<file path="src/rtl/csa_pkg.sv">
package csa_pkg;

  // Legal when n == l * 2^k with l >= 1
  function automatic bit width_ok(int n, int l);
    int w;
    if (l < 1 || n < l) return 1'b0;
    w = n;
    while (w > l) begin
      if (w % 2 != 0) return 1'b0;
      w = w / 2;
    end
    return (w == l);
  endfunction

  function automatic int split_levels(int n, int l);
    int k;
    int w;
    k = 0;
    w = n;
    while (w > l) begin
      w = w / 2;
      k++;
    end
    return k;
  endfunction

endpackage

</file>
<file path="src/rtl/csa_ripple_leaf.sv">
module csa_ripple_leaf #(
  parameter int W = 4
) (
  input  logic [W-1:0] a_i,
  input  logic [W-1:0] b_i,
  input  logic         ci_i,
  output logic [W-1:0] sum_o,
  output logic         co_o
);

  logic [W:0] c;

  always_comb begin
    c[0] = ci_i;
    for (int i = 0; i < W; i++) begin
      sum_o[i] = a_i[i] ^ b_i[i] ^ c[i];
      c[i+1]   = (a_i[i] & b_i[i]) | (c[i] & (a_i[i] ^ b_i[i]));
    end
  end

  assign co_o = c[W];

endmodule

</file>
<file path="src/rtl/csa_sel_mux.sv">
module csa_sel_mux #(
  parameter int W = 4
) (
  input  logic         sel_i,
  input  logic [W-1:0] d0_i,
  input  logic [W-1:0] d1_i,
  output logic [W-1:0] y_o
);

  assign y_o = sel_i ? d1_i : d0_i;

endmodule

</file>
<file path="src/rtl/csa_node.sv">
module csa_node #(
  parameter int W = 32,
  parameter int L = 4
) (
  input  logic [W-1:0] a_i,
  input  logic [W-1:0] b_i,
  input  logic         ci_i,
  output logic [W-1:0] sum_o,
  output logic         co_o
);

  localparam int H = (W > L) ? W / 2 : W;

  if (W <= L) begin : g_leaf
    csa_ripple_leaf #(.W(W)) u_leaf (
      .a_i  (a_i),
      .b_i  (b_i),
      .ci_i (ci_i),
      .sum_o(sum_o),
      .co_o (co_o)
    );
  end else begin : g_split
    logic [H-1:0] lo_sum, hi_sum0, hi_sum1;
    logic         lo_co, hi_co0, hi_co1;

    csa_node #(.W(H), .L(L)) u_lo (
      .a_i  (a_i[H-1:0]),
      .b_i  (b_i[H-1:0]),
      .ci_i (ci_i),
      .sum_o(lo_sum),
      .co_o (lo_co)
    );

    // speculative upper halves
    csa_node #(.W(H), .L(L)) u_hi0 (
      .a_i  (a_i[W-1:H]),
      .b_i  (b_i[W-1:H]),
      .ci_i (1'b0),
      .sum_o(hi_sum0),
      .co_o (hi_co0)
    );

    csa_node #(.W(H), .L(L)) u_hi1 (
      .a_i  (a_i[W-1:H]),
      .b_i  (b_i[W-1:H]),
      .ci_i (1'b1),
      .sum_o(hi_sum1),
      .co_o (hi_co1)
    );

    logic [H:0] hi_sel;

    csa_sel_mux #(.W(H+1)) u_mux (
      .sel_i(lo_co),
      .d0_i ({hi_co0, hi_sum0}),
      .d1_i ({hi_co1, hi_sum1}),
      .y_o  (hi_sel)
    );

    assign sum_o = {hi_sel[H-1:0], lo_sum};
    assign co_o  = hi_sel[H];
  end

endmodule

</file>
<file path="src/rtl/carry_select_adder.sv">
module carry_select_adder #(
  parameter int N = 32,
  parameter int L = 4
) (
  input  logic [N-1:0] a_i,
  input  logic [N-1:0] b_i,
  input  logic         carry_i,
  output logic [N-1:0] sum_o,
  output logic         carry_o
);

  localparam int Levels = csa_pkg::split_levels(N, L);

  if (!csa_pkg::width_ok(N, L)) begin : g_bad_width
    $error("carry_select_adder: N=%0d is not L=%0d times a power of two (levels %0d)",
           N, L, Levels);
  end

  csa_node #(.W(N), .L(L)) u_root (
    .a_i  (a_i),
    .b_i  (b_i),
    .ci_i (carry_i),
    .sum_o(sum_o),
    .co_o (carry_o)
  );

endmodule

</file>
<file path="config.mk">
export PLATFORM = sky130hd
export DESIGN_NAME = carry_select_adder
export DESIGN_NICKNAME = d
export VERILOG_FILES = /design/src/rtl/csa_pkg.sv /design/src/rtl/csa_ripple_leaf.sv /design/src/rtl/csa_sel_mux.sv /design/src/rtl/csa_node.sv /design/src/rtl/carry_select_adder.sv
export SDC_FILE = /design/constraint.sdc
export NUM_CORES = 1
export LEC_CHECK = 0
export BUFFER_PORTS_ARGS = -buffer_cell sky130_fd_sc_hd__buf_2
export CORE_MARGIN = 4
export CORE_UTILIZATION = 35
export DETAILED_ROUTE_END_ITERATION = 8
export PLACE_DENSITY = 0.7
export SYNTH_ARGS = -nofsm -noshare
export SYNTH_HDL_FRONTEND = slang
export SYNTH_SLANG_ARGS = --single-unit
</file>
<file path="constraint.sdc">
create_clock -name vclk -period 7.23
set_input_delay 0.723 -clock vclk [all_inputs]
set_output_delay 0.723 -clock vclk [all_outputs]
set_load 0.005 [all_outputs]
</file>
-- Yosys cells after proc, flatten, opt, wreduce, memory -nomap -nowiden
Cells that the tools add are included.
- bitwise operators: 216
- multiplexer cells: 11
- operators with widths (cell ; count):
    bitwise AND 1 bit ; 78
    XOR 1 bit ; 78
    OR 1 bit ; 53
    two-way mux 5 bit ; 7
    two-way mux 9 bit ; 3
    two-way mux 17 bit ; 1
    NOT 1 bit ; 7
- output and inout bits: 33
- logic and storage cells: 227
- bits in registers: 0
- input bits: 65

-- Depth between registers and ports, before layout
Gate-level depths: netlist of run 1.
- depth in word-level cells: 12
- depth in mapped cells: 18
- depth with buffers taken out: 18

-- By module
A second synthesis of run 1 with hierarchy kept.
- cells, all modules: 498
- area total of the unflattened synthesis: 4479.3 um^2
- by module, submodules not included (module ; area each (um^2) ; cells each ; times used):
    csa_ripple_leaf ; 117.6 ; 14 ; 27
    csa_sel_mux at u_root.g_split.u_hi0.g_split.u_hi0.g_split.u_mux ... ; 56.3 ; 5 ; 9
    csa_sel_mux at u_root.g_split.u_hi0.g_split.u_mux ... ; 146.4 ; 10 ; 3
    csa_sel_mux at u_root.g_split.u_mux ; 260.2 ; 19 ; 1
    csa_node at u_root ... ; 7.5 ; 2 ; 13

-- Worst setup path before layout of run 1
No wires, ideal clock.
- kind: input port to output port
- start: in a_i[0]
- end: out carry_o
- slack: 1639 ps
- cell stages on the path: 17
- required time: 6507 ps
- arrival time: 4868 ps
- path buffers: 0
- path through: fa_1 -> fa_1 -> fa_1 -> inv_1 -> fa_1 -> o21ai_0 -> fa_1 -> inv_1 -> fa_1 -> inv_1 -> fa_1 -> and2b_4 -> nor2_4 -> o21ai_4 -> mux2_4 -> mux2i_4 -> mux2_4
- word-level cells in the longest chain between the ends: 12
- elaborated cells between the ends (all ways): 13
- those cells by class: mux (3); bitwise (10)
- RTL lines (what ; line ; text):
    start, declared ; carry_select_adder.sv:5 ; input logic [N-1:0] a_i,
    XOR 1 bit ; csa_ripple_leaf.sv:17 ; c[i+1] = (a_i[i] & b_i[i]) | (c[i] & (a_i[i] ^ b_i[i]));
    bitwise AND 1 bit ; csa_ripple_leaf.sv:17 ;
    OR 1 bit (*) ; csa_ripple_leaf.sv:17 ;
    bitwise AND 1 bit (*) ; csa_ripple_leaf.sv:17 ;
    OR 1 bit (*) ; csa_ripple_leaf.sv:17 ;
    bitwise AND 1 bit (*) ; csa_ripple_leaf.sv:17 ;
    OR 1 bit (*) ; csa_ripple_leaf.sv:17 ;
    bitwise AND 1 bit (*) ; csa_ripple_leaf.sv:17 ;
    OR 1 bit (*) ; csa_ripple_leaf.sv:17 ;
    two-way mux 5 bit (*) ; csa_sel_mux.sv:10 ; assign y_o = sel_i ? d1_i : d0_i;
    two-way mux 9 bit (*) ; csa_sel_mux.sv:10 ;
    two-way mux 17 bit (*) ; csa_sel_mux.sv:10 ;
    end, declared ; carry_select_adder.sv:9 ; output logic carry_o
Mark *: on every way between the ends. The rest lies on a longest branch, timed or not.

-- Worst setup path after layout of run 1
- start: in a_i[0]
- end: out sum_o[27]
- word-level cells in the longest chain between the ends: 12
- elaborated cells between the ends (all ways): 13
- those cells by class: mux (3); bitwise (10)
- RTL lines (what ; line ; text):
    XOR 1 bit ; csa_ripple_leaf.sv:17 ;
    bitwise AND 1 bit ; csa_ripple_leaf.sv:17 ;
    OR 1 bit (*) ; csa_ripple_leaf.sv:17 ;
    bitwise AND 1 bit (*) ; csa_ripple_leaf.sv:17 ;
    OR 1 bit (*) ; csa_ripple_leaf.sv:17 ;
    bitwise AND 1 bit (*) ; csa_ripple_leaf.sv:17 ;
    OR 1 bit (*) ; csa_ripple_leaf.sv:17 ;
    bitwise AND 1 bit (*) ; csa_ripple_leaf.sv:17 ;
    OR 1 bit (*) ; csa_ripple_leaf.sv:17 ;
    two-way mux 5 bit (*) ; csa_sel_mux.sv:10 ;
    two-way mux 9 bit (*) ; csa_sel_mux.sv:10 ;
    two-way mux 17 bit (*) ; csa_sel_mux.sv:10 ;
    end, declared ; carry_select_adder.sv:8 ; output logic [N-1:0] sum_o,
Marks and branches as above.

==> qor.yml, run 1 <==
drt_iter0_markers: 38
fin_util_pct: 48.8
fillers: 495
ir_worst_vdd_v: 0.0000308
worstHoldPathCells: 3
dp_worst_setup_slack_ns: 1.16
start_util_pct: 37.2
setup_tns_ns: 0
power.density_nw_per_um2: 99.3
placed_area_um2: 2380
die_area_um2: 6400
portBuffers: 98
fin_crit_sh_pct: 83.8
max_slew_margin_pct: 67.6
ant_nets: 0
synth_area_leader_cell: "fa_1"
rows: 25
slew_viol_final: 0
drv_cap: 0
criticalPathCategory: "input port to output pin"
syn2layout_area_growth_pct: 31.3
die_w_um: 80.0
netlist.area_leader.share_pct: 34.2
post_drt_via_cell_ratio: 4.51
final_common_cell: "buf_2"
post_cts_resized: 0
dr.pass1.iters: 4
pin_count: 98
min_from: "b_i[1]"
hpwl_um: 3790
yosysSeqAreaShare_pct: 0
setup_violations: 0
grt_max_degree: 10
fp.dieH_um: 80.0
synth.area.top_cells: "fa_1, ha_1, inv_1"
cp_data_required_time_ns: 6.51
fin_ws_ns: 1.17
final_area_um2: 2380
nets: 409
hold_buffers: 0
yosys_warnings: 0
p_leak_nw: 1.33
overflow: 0
syn_avg_cell_area_um2: 9.30
synth_cells: 195
hold_end: "sum_o[1]"
hold_path_class: "input port to output pin"
cts_setup_buffers: 0
drive_gt1_share_pct: 40.2
drt_wl_total_um: 3990
ys_types: 34
synth_nets: 311
fin_hold_ws_ns: 1.78
synth_area_um2: 1810
design.seq.count: 0
grt_pass1_vias: 1578
crit_path_end_kind: "output pin"
critical_path_arrival_ns: 5.34
rsz0062_at_grt: "false"
clkbuf_count: 0
hold_viol: 0
place_congestion: 0.735
outcome: "complete, no violations"
antenna_cells: 0
final-seq-area_um2: 0
layout_common_cells: "buf_2, inv_1, fa_1"
antenna_found_initial: 0
coreArea_um2: 4880
fmax_mhz: 165
start_kind: "input port"
crit_path_max_fanout: 8
grt_pass1_wl_um: 6880
period_minus_slack_ns: 6.06
drc: 0
track_usage_pct: 12.9
vias: 1614
tightestPinTransition_ns: 0.486
wl_per_cell_um: 11.1
[synth_stat cells]
cell      number
nand2b_1       2
ha_1          20
a21oi_2        1
mux2i_1       11
and2b_4        1
nor2_1        11
and2b_2        1
xnor2_1        6
nand2_1        7
nor2_4         1
o21ai_0        5
mux2_4         8
fa_1          31
inv_1         49
o21ai_4        1
xor2_1         2
nor3b_1        4
a211oi_1       1
o21a_1         1
a21oi_1        5
nand3_1        2
mux2i_4        1
nor2b_1        3
o31a_1         1
o41ai_1        2
buf_1          2
and3b_1        4
o221ai_2       1
and2_1         1
a21o_1         2
o221ai_1       1
mux2i_2        1
mux2_2         3
nor3_1         3
[cells by family after synthesis]
group	count (synthesis)	share of synthesized area, %
simple gates	40	12.4
mux	24	16.6
xor+xnor	8	3.86
fa+ha+maj	51	48.0
buf+inv	51	10.6
compound gates	21	8.56
[power by group]
group          switching (mW)  leakage [nW]  total [mW]  internal [mW]
logic                   0.111          1.33       0.236          0.125
clock network               0             0           0              0
registers                   0             0           0              0
total                   0.111          1.33       0.236          0.125
[metal layers]
metal	GRT usage, %	routed length [um]
met5	0	0
met4	0	0
met3	1.47	323
met2	25.0	2180
met1	15.9	1490
[how the worst max path moves through the flow]
stage          startpoint  cells after the start         to
2_1_floorplan      a_i[0]                     17    carry_o
3_3_place_gp       a_i[0]                     19  sum_o[26]
3_5_place_dp       a_i[0]                     19  sum_o[31]
4_1_cts            a_i[0]                     19  sum_o[31]
5_1_grt            a_i[0]                     19  sum_o[23]
6_report           a_i[0]                     19  sum_o[27]
[through the flow]
| step | instances | power, mW |
|---|---|---|
| floorplan | 195 | 0.149 |
| global placement | 358 | 0.237 |
| detailed placement | 358 | 0.241 |
| CTS | 358 | 0.242 |
| global route | 358 | 0.270 |
| finish | 358 | 0.236 |
[critical path, stage by stage]
cell and delay, ns:
buf_2 0.11, fa_1 0.43, fa_1 0.39, fa_1 0.36
inv_1 0.07, fa_1 0.21, o21ai_0 0.11, fa_1 0.38
inv_1 0.07, fa_1 0.15, inv_1 0.05, fa_1 0.40
and2b_4 0.28, nor2_4 0.04, o21ai_4 0.31, mux2_4 0.38
mux2i_4 0.41, mux2_4 0.33, buf_2 0.13
[final cells by class]
class | instances | area [um2] | area share [%]
Timing Repair Buffer | 98 | 490 | 20.6
Multi-Input combinational cell | 144 | 1620 | 68.1
Inverter | 49 | 184 | 7.73
Tap cell | 67 | 83.8 | 3.52
No activity file was read; power rests on OpenSTA's default activity.
==> inputs of run 2 (changes only) <==
Settings changed: PLACE_DENSITY 0.7 to 0.73.
Clock period 7.23 ns to 5.2 ns, I/O delays scaled along.
==> run 2 against run 1 <==
Effect of this change: sequential share of layout area stayed put; routed wire length is 5.5% higher; worst hold slack lost 0.38 ns; critical path depth grew 1; via count rose by 2.5%; non-clock buffer count is 11 higher; critical path type unchanged.
==> qor.yml, run 2 (synthesis gave the netlist of run 1 again) <==
outcome: "complete, no violations"
dr.pass1.iters: 4
period_minus_slack_ns: 5.11
track_usage_pct: 12.8
grt_pass1_wl_um: 6900
criticalPathCategory: "input port to output pin"
crit_path_max_fanout: 8
final-seq-area_um2: 0
hold_viol: 0
ant_nets: 0
coreArea_um2: 4880
layout_common_cells: "buf_2, inv_1, fa_1"
drt_iter0_markers: 37
final_cells: 369
hold_buffers: 0
fillers: 467
vias: 1655
place_inst: 367
setup_violations: 0
fin_crit_sh_pct: 98.3
fin_ws_ns: 0.0865
grt_pass1_vias: 1667
placed_area_um2: 2460
cp_data_required_time_ns: 4.68
hold_path_class: "input port to output pin"
worstHoldPathCells: 3
crit_path_end_kind: "output pin"
wl_per_cell_um: 11.4
start_kind: "input port"
overflow: 0
drt_wl_total_um: 4210
design.seq.count: 0
antenna_found_initial: 0
portBuffers: 98
multi_input_area_um2: 1650
pin_count: 98
nets: 420
grt_max_degree: 10
drc: 0
tightestPinTransition_ns: 0.481
dp_worst_setup_slack_ns: -0.197
post_drt_via_cell_ratio: 4.49
power.density_nw_per_um2: 148
die_w_um: 80.0
rows: 25
place_congestion: 0.801
critical_path_arrival_ns: 4.59
drive_gt1_share_pct: 46.4
fp.dieH_um: 80.0
antenna_cells: 0
ir_worst_vdd_v: 0.0000761
rsz0062_at_grt: "true"
drv_cap: 0
clkbuf_count: 0
die_area_um2: 6400
slew_viol_final: 0
fmax_mhz: 196
syn2layout_area_growth_pct: 39.9
final_area_um2: 2540
max_slew_margin_pct: 67.9
p_leak_nw: 1.40
final_common_cell: "buf_2"
start_util_pct: 37.2
setup_tns_ns: 0
hpwl_um: 3840
## run 2: worst paths after layout
check    from       end  slack, ns
max    a_i[0]   carry_o       0.09
min    a_i[0]  sum_o[0]       1.40
## run 2: power by group
| group | leakage, nW | internal [mW] | switching [mW] |
|---|---|---|---|
| Clock | 0 | 0 | 0 |
| Combinational | 1.40 | 0.209 | 0.165 |
| Sequential | 0 | 0 | 0 |
| Total | 1.40 | 0.209 | 0.165 |
## run 2: timing repair
item | CTS | global route
pin swaps | 1 | 2
endpoints found under the setup margin | 13 | 14
resized for setup | 4 | 15
setup buffers | 2 | 1
## run 2: cell type report
cell class                      instances  share of cell area (%)
Tap cell                               67                    3.31
Multi-Input combinational cell        144                    65.0
Inverter                               49                    7.25
Timing Repair Buffer                  109                    24.5
## run 2: routing by layer
layer  track usage, %  wire (um)  vias to the layer above
li1                 -          -                      839
met2             25.2       2270                       51
met5                0          0                        -
met3            0.677        257                        4
met4             1.69         49                        0
met1             15.4       1630                      761
## run 2: worst max-delay path, cell delays in order
cell and delay, ns:
buf_6 0.09, fa_2 0.38, fa_2 0.34, fa_2 0.34, inv_2 0.06, fa_2 0.19
o21ai_2 0.06, fa_2 0.33, inv_2 0.06, fa_2 0.19, inv_2 0.04, fa_2 0.36
and2b_4 0.27, nor2_4 0.04, o21ai_4 0.19, mux2_4 0.35, mux2i_4 0.20, buf_12 0.17
mux2_4 0.30, buf_6 0.12
## run 2: stage by stage
step / hold WS (ns) / power [mW] / util, %
2_1_floorplan: 1.19 / 0.207 / -
3_3_place_gp: 1.37 / 0.346 / 50.4
3_5_place_dp: 1.37 / 0.356 / 50.4
4_1_cts: 1.39 / 0.361 / 50.8
5_1_grt: 1.42 / 0.420 / 52.0
6_report: 1.40 / 0.374 / 52.0
==> inputs of run 3 (changes only) <==
Settings changed: RECOVER_POWER set to 100.
==> run 3 against run 2 <==
Effect of this change: count of clock-buffer cells in the layout is the same; via count stayed put; setup slack about the same; critical path type unchanged.
==> qor.yml, run 3 (synthesis gave the netlist of run 1 again) <==
tightestPinTransition_ns: 0.481
crit_path_max_fanout: 8
fin_hold_ws_ns: 1.40
slew_viol_final: 0
die_area_um2: 6400
ant_nets: 0
final-seq-area_um2: 0
track_usage_pct: 12.8
rows: 25
outcome: "complete, no violations"
ir_worst_vdd_v: 0.0000761
p_switching_mw: 0.165
wl_per_cell_um: 11.4
p_seq_share_pct: 0
vias: 1655
crit_path_end_kind: "output pin"
combinationalPowerShare_pct: 100.0
antenna_found_initial: 0
final_common_cell: "buf_2"
hold_path_class: "input port to output pin"
cp_data_required_time_ns: 4.68
fillers: 468
critical_path_arrival_ns: 4.59
nets: 420
fin_crit_sh_pct: 98.3
hpwl_um: 3840
grt_pass1_wl_um: 6900
place_congestion: 0.801
drv_cap: 0
drive_gt1_share_pct: 46.0
clkbuf_count: 0
overflow: 0
drt_iter0_markers: 37
grt_max_degree: 10
die_w_um: 80.0
max_slew_margin_pct: 67.9
drc: 0
dr.pass1.iters: 4
fp.dieH_um: 80.0
p_leak_nw: 1.39
fin_util_pct: 51.9
antenna_cells: 0
fmax_mhz: 196
switching_share_pct: 44.2
criticalPathCategory: "input port to output pin"
portBuffers: 98
rsz0062_at_grt: "true"
hold_viol: 0
grt_pass1_vias: 1667
coreArea_um2: 4880
pin_count: 98
setup_violations: 0
layout_common_cells: "buf_2, inv_1, fa_1"
hold_buffers: 0
p_int_mw: 0.209
drt_wl_total_um: 4210
start_kind: "input port"
power.share.clock_pct: 0
post_drt_via_cell_ratio: 4.49
power.density_nw_per_um2: 148
start_util_pct: 37.2
design.seq.count: 0
syn2layout_area_growth_pct: 39.8
period_minus_slack_ns: 5.11
run 3: cell count changes in the layout (fill, tap and decap cells not counted), sizes merged:
cell	change
clkbuf	+1
buf	-1
run 3: final cells by class:
cell class | instances | area [um2] | share of cell area [%]
repair buffers | 109 | 619 | 24.4
multi-input cells | 144 | 1650 | 65.0
inverters | 49 | 184 | 7.26
well taps | 67 | 83.8 | 3.31
run 3: worst max-delay path: stages:
cell and delay, ns:
buf_6 0.09, fa_2 0.38, fa_2 0.34, fa_2 0.34, inv_2 0.06, fa_2 0.19
o21ai_2 0.06, fa_2 0.33, inv_2 0.06, fa_2 0.19, inv_2 0.04, fa_2 0.36
and2b_4 0.27, nor2_4 0.04, o21ai_4 0.19, mux2_4 0.35, mux2i_4 0.20, buf_12 0.17
mux2_4 0.30, buf_6 0.12
run 3: path summary, 6_finish.rpt:
path	from	end	slack (ns)	depth (start not counted)
hold / removal	a_i[0]	sum_o[0]	1.40	3
setup / recovery	a_i[0]	carry_o	0.09	20
run 3: per-stage QoR:
step	instances	setup WS [ns]	area (um2)	power [mW]	TNS [ns]
detailed placement	367	-0.197	2460	0.356	-1.76
CTS	368	-0.00232	2480	0.361	-0.00428
global route	369	-0.0415	2530	0.420	-0.156
finish	369	0.0864	2530	0.374	0
global placement	367	-0.115	2460	0.346	-0.730
floorplan	195	0.0154	1810	0.207	0
run 3: layer usage:
layer  part of all wire, %  up-vias  track usage, %
li1                      -      839               -
met3                   6.2        4           0.677
met1                    39      761            15.4
met4                   1.2        0            1.69
met2                    54       51            25.2
met5                     0        -               0
run 3: what timing repair did:
action | in CTS | in global routing
pin swaps | 1 | 2
buffers inserted | 2 | 1
setup endpoints to repair | 13 | 14
cloned | 0 | 0
gates resized for setup | 4 | 15
endpoints found under the hold margin | 0 | 0
run 3: power by group through the flow:
stage                     logic [mW]  clock network, mW  registers, mW
after global routing           0.420                  0              0
after global placement         0.346                  0              0
final                          0.374                  0              0
after floorplan                0.207                  0              0
after CTS                      0.361                  0              0
after detailed placement       0.356                  0              0
